## src/rtl/sg_pkg.sv

```systemverilog
package sg_pkg;
  localparam int KIND_W  = 2;
  localparam int CAUSE_W = 2;

  typedef enum logic [KIND_W-1:0] {
    KIND_FETCH = 2'b00,
    KIND_READ  = 2'b01,
    KIND_WRITE = 2'b10
  } req_kind_e;

  typedef enum logic [CAUSE_W-1:0] {
    CAUSE_NONE  = 2'b00,
    CAUSE_FETCH = 2'b01,
    CAUSE_DATA  = 2'b10
  } fault_cause_e;
endpackage

```

## src/rtl/sg_rule.sv

```systemverilog
module sg_rule
  import sg_pkg::*;
#(
  parameter int PRIV_W  = 2,
  parameter int SUP_LVL = 0
) (
  input  logic [PRIV_W-1:0]  priv_lvl,
  input  logic [KIND_W-1:0]  kind,
  input  logic               page_user,
  input  logic               xp_en,
  input  logic               ap_en,
  input  logic               ac,
  output logic               deny,
  output logic [CAUSE_W-1:0] cause
);
  logic is_sup;
  logic is_fetch;

  always_comb begin
    is_sup   = (priv_lvl == PRIV_W'(SUP_LVL));
    is_fetch = (kind == KIND_FETCH);
    deny     = 1'b0;
    cause    = CAUSE_NONE;
    if (is_sup && page_user) begin
      if (is_fetch) begin
        deny  = xp_en;
        cause = xp_en ? CAUSE_FETCH : CAUSE_NONE;
      end else begin
        deny  = ap_en && !ac;
        cause = (ap_en && !ac) ? CAUSE_DATA : CAUSE_NONE;
      end
    end
  end
endmodule

```

## src/rtl/sg_ac_flag.sv

```systemverilog
module sg_ac_flag (
  input  logic clk,
  input  logic rst,
  input  logic trap_entry,
  input  logic set_req,
  input  logic clr_req,
  input  logic allowed,
  output logic flag,
  output logic viol
);
  logic flag_q;

  always_ff @(posedge clk) begin
    if (rst || trap_entry) begin
      flag_q <= 1'b0;
    end else if (allowed && clr_req) begin
      flag_q <= 1'b0;
    end else if (allowed && set_req) begin
      flag_q <= 1'b1;
    end
  end

  assign flag = flag_q;
  assign viol = (set_req || clr_req) && !allowed;
endmodule

```

## src/rtl/sup_guard.sv

```systemverilog
module sup_guard
  import sg_pkg::*;
#(
  parameter int CTRL_W  = 32,
  parameter int XP_BIT  = 20,
  parameter int AP_BIT  = 21,
  parameter int PRIV_W  = 2,
  parameter int SUP_LVL = 0
) (
  input  logic               clk,
  input  logic               rst,
  input  logic [PRIV_W-1:0]  priv_lvl,
  input  logic               req_valid,
  input  logic [1:0]         req_kind,
  input  logic               page_user,
  input  logic [CTRL_W-1:0]  ctrl_reg,
  input  logic               op_set_ac,
  input  logic               op_clr_ac,
  input  logic               trap_entry,
  output logic               grant,
  output logic               fault,
  output logic [1:0]         fault_cause,
  output logic               op_viol,
  output logic               ac_flag
);
  localparam logic [PRIV_W-1:0] SUP_CODE = PRIV_W'(SUP_LVL);

  logic               deny;
  logic [CAUSE_W-1:0] cause;
  logic               flag;
  logic               viol;
  logic               grant_q;
  logic               fault_q;
  logic [CAUSE_W-1:0] cause_q;
  logic               viol_q;

  sg_rule #(.PRIV_W(PRIV_W), .SUP_LVL(SUP_LVL)) rule_i (
    .priv_lvl (priv_lvl),
    .kind     (req_kind),
    .page_user(page_user),
    .xp_en    (ctrl_reg[XP_BIT]),
    .ap_en    (ctrl_reg[AP_BIT]),
    .ac       (flag),
    .deny     (deny),
    .cause    (cause)
  );

  sg_ac_flag flag_i (
    .clk       (clk),
    .rst       (rst),
    .trap_entry(trap_entry),
    .set_req   (op_set_ac),
    .clr_req   (op_clr_ac),
    .allowed   (priv_lvl == SUP_CODE),
    .flag      (flag),
    .viol      (viol)
  );

  always_ff @(posedge clk) begin
    if (rst) begin
      grant_q <= 1'b0;
      fault_q <= 1'b0;
      cause_q <= CAUSE_NONE;
      viol_q  <= 1'b0;
    end else begin
      grant_q <= req_valid && !deny;
      fault_q <= req_valid && deny;
      cause_q <= (req_valid && deny) ? cause : CAUSE_NONE;
      viol_q  <= viol;
    end
  end

  assign grant       = grant_q;
  assign fault       = fault_q;
  assign fault_cause = cause_q;
  assign op_viol     = viol_q;
  assign ac_flag     = flag;
endmodule

```

## config.mk

```make
export PLATFORM = sky130hd
export DESIGN_NAME = sup_guard
export DESIGN_NICKNAME = d
export VERILOG_FILES = /design/src/rtl/sg_pkg.sv /design/src/rtl/sg_rule.sv /design/src/rtl/sg_ac_flag.sv /design/src/rtl/sup_guard.sv
export SDC_FILE = /design/constraint.sdc
export NUM_CORES = 1
export LEC_CHECK = 0
export ABC_AREA = 1
export BUFFER_PORTS_ARGS = -buffer_cell sky130_fd_sc_hd__buf_2
export CAP_MARGIN = 5
export CORE_AREA = 2 2 39 41
export CTS_CLUSTER_DIAMETER = 100
export DETAILED_ROUTE_END_ITERATION = 10
export DIE_AREA = 0 0 41 43
export PLACE_DENSITY_LB_ADDON = 0.15
export SYNTH_ARGS = -nofsm -noshare
export SYNTH_HDL_FRONTEND = slang
export SYNTH_SLANG_ARGS = --single-unit
```

## constraint.sdc

```tcl
create_clock -name clk -period 1.2 [get_ports clk]
set_input_delay 0.24 -clock clk [delete_from_list [all_inputs] [get_ports clk]]
set_output_delay 0.24 -clock clk [all_outputs]
set_load 0.01 [all_outputs]
```

==> flow_summary.toml <==
[worst_setup_path]
crit_type = "flop to primary output"
worstPathBufferInverterCount = 1
crit_arrival_ns = 0.72
cp-startpoint = "flag_i.flag"
cp-endpoint = "ac_flag"
cp-end-kind = "primary output"
critPathSlowestCell = "dfxtp_1"
timing.rr.end = "grant"
worstReg2RegStart = "flag_i.flag"
r2r_slack_ns = 0.40
worstSetupStartpointType = "flop"
path_delay_family = "flip-flops"
crit_chain = "buf_2"
critical_path_required_ns = 0.96
cp_max_fo = 3
r2r_cells = 6
path_depth = 1
max_stage_delay_ns = 0.34

[sta]
tns_ns = 0
rsz0062_at_grt = "no"
maxSlewViolCount = 0
hold_violations = 0
finClkSkew_ns = 0.00475
tightest_slew_ns = 0.155
setup_viol = 0
maxSlewHeadroom = 0.897
fmax_mhz = 1040
finalCriticalPeriod_ns = 0.960
period_share = 0.800

[floorplanning]
core_mm2 = 0.00138
start_util = 0.195
num_io_pins = 49
die_w_um = 41
rows = 14
die_h_um = 43
die-area_mm2 = 0.00176

[cells_and_area]
drive_gt1_frac = 0.545
finish.utilization = 0.291
fillers = 155
antenna_cells = 0
area_growth_pct = 49.1
final_nets = 100

[global_routing]
gr-total-overflow = 0
antenna_found_initial = 0
grt_pass1_vias = 217
gr-usage-all-layers = 0.0672
grt_max_degree = 6
grt_pass1_wl_um = 772

[place]
portBuffers = 18
gp_congestion = 0.585
place_hpwl_um = 447

[cts]
ctsHoldBuffers = 0
cts_buffer_depth = 2
numCtsBuffers = 3
htreeDepth = 1
path_clk_slew_ns = 0.05
cts_resized = 0
clock_latency_ns = 0.24
post_cts_buffers = 0
cts_sinks = 6
cts_tree = "done"
clock-root-buffer = "clkbuf_4"

[synth]
synth_common_cells = "dfxtp_1, inv_1, nor2_1"
synth_nets = 77
synth.top_cell.area_share = 0.444
yosysWarnings = 0
synth_area_leaders = "dfxtp_1, nor3_2, inv_1"
ys_seq_area_frac = 0.444
syn_inst = 34
yosysTopAreaCell = "dfxtp_1"
synthesis.area_um2 = 270
synthArstFlopShare = 0
synth_edf_count = 0
ys_types = 11
synth_seq_cells = 6
synth-main-ff-cell = "dfxtp_1"
syn_area_per_cell_um2 = 7.95

[hold_path]
holdPathStages = 2
hold_path.class = "primary input to flop"

[routing]
drc = 0
drt_wl_total_um = 516
wire_per_inst_um = 7.27
vias_per_cell = 3.73
dr.pass1.iters = 2
routed-via-count = 265
antenna_left = 0
drtIter0Drc = 3

[power_and_ir_drop]
p_leak_nw = 0.209
ir_worst_vdd_mv = 0.344
power_density_mw_per_mm2 = 1110

[job]
max-cap-violations = 0

[outcome]
outcome = "finished clean"
-- power breakdown --
part	total, mW	switching, mW	internal [mW]	leakage (nW)
clock	0.176	0.0638	0.113	0.0138
sequential	0.207	0.00146	0.206	0.0490
combinational	0.0644	0.0350	0.0294	0.147
-- through the flow --
step / setup slack, ns / hold WS (ns) / total power [mW] / cells / instance area (um^2)
after floorplan: 0.411 / 0.319 / 0.243 / 34 / 270
after global placement: 0.348 / 0.451 / 0.276 / 68 / 380
after detailed placement: 0.343 / 0.443 / 0.276 / 68 / 380
after CTS: 0.220 / 0.189 / 0.459 / 71 / 403
after global routing: 0.186 / 0.196 / 0.475 / 71 / 403
final: 0.240 / 0.202 / 0.448 / 71 / 403
-- cell families (layout without fill, tap and decap cells) --
family / after synthesis / after routing / share of synthesized area
AO/OA/AOI/OAI: 1 / 1 / 0.0185
AND/OR/NAND/NOR: 21 / 21 / 0.454
buffers and inverters: 6 / 27 / 0.0833
flip-flops: 6 / 6 / 0.444
-- routing by layer --
| metal | share of wire | up-vias | global-route usage |
|---|---|---|---|
| li1 | - | 146 | - |
| met1 | 0.45 | 107 | 0.0929 |
| met2 | 0.43 | 12 | 0.0719 |
| met3 | 0.12 | 0 | 0 |
| met4 | 0 | 0 | 0.100 |
| met5 | 0 | - | 0 |
-- placed cells by master (no fill, tap or decap) --
| cell type | count |
|---|---|
| nor2_2 | 1 |
| a21oi_1 | 1 |
| buf_2 | 18 |
| nand2_2 | 3 |
| clkbuf_4 | 3 |
| dfxtp_1 | 6 |
| inv_1 | 6 |
| nor2_1 | 6 |
| nor3_1 | 1 |
| nand3_2 | 1 |
| nor3_2 | 3 |
| nand2_1 | 5 |
| nor2_4 | 1 |
-- state kept, by name (all words and copies together) (netlist names) --
name / count
fault_cause: 2
op_viol: 1
fault: 1
flag_i.flag: 1
grant: 1
-- cell type report --
class | instances | area, um^2 | share of cell area
inverters | 6 | 22.5 | 0.0559
repair buffers | 18 | 90.1 | 0.224
well taps | 16 | 20.0 | 0.0497
flip-flops and latches | 6 | 120 | 0.298
clock buffers | 3 | 22.5 | 0.0559
multi-input cells | 22 | 128 | 0.317
-- worst min path at each step --
stage	from	to	slack [ns]
after global routing	rst	op_viol	0.20
final	rst	op_viol	0.20
after global placement	rst	op_viol	0.45
after floorplan	rst	op_viol	0.32
after detailed placement	rst	op_viol	0.44
after CTS	rst	op_viol	0.19
Note: power is estimated with default switching activity, not from simulation.
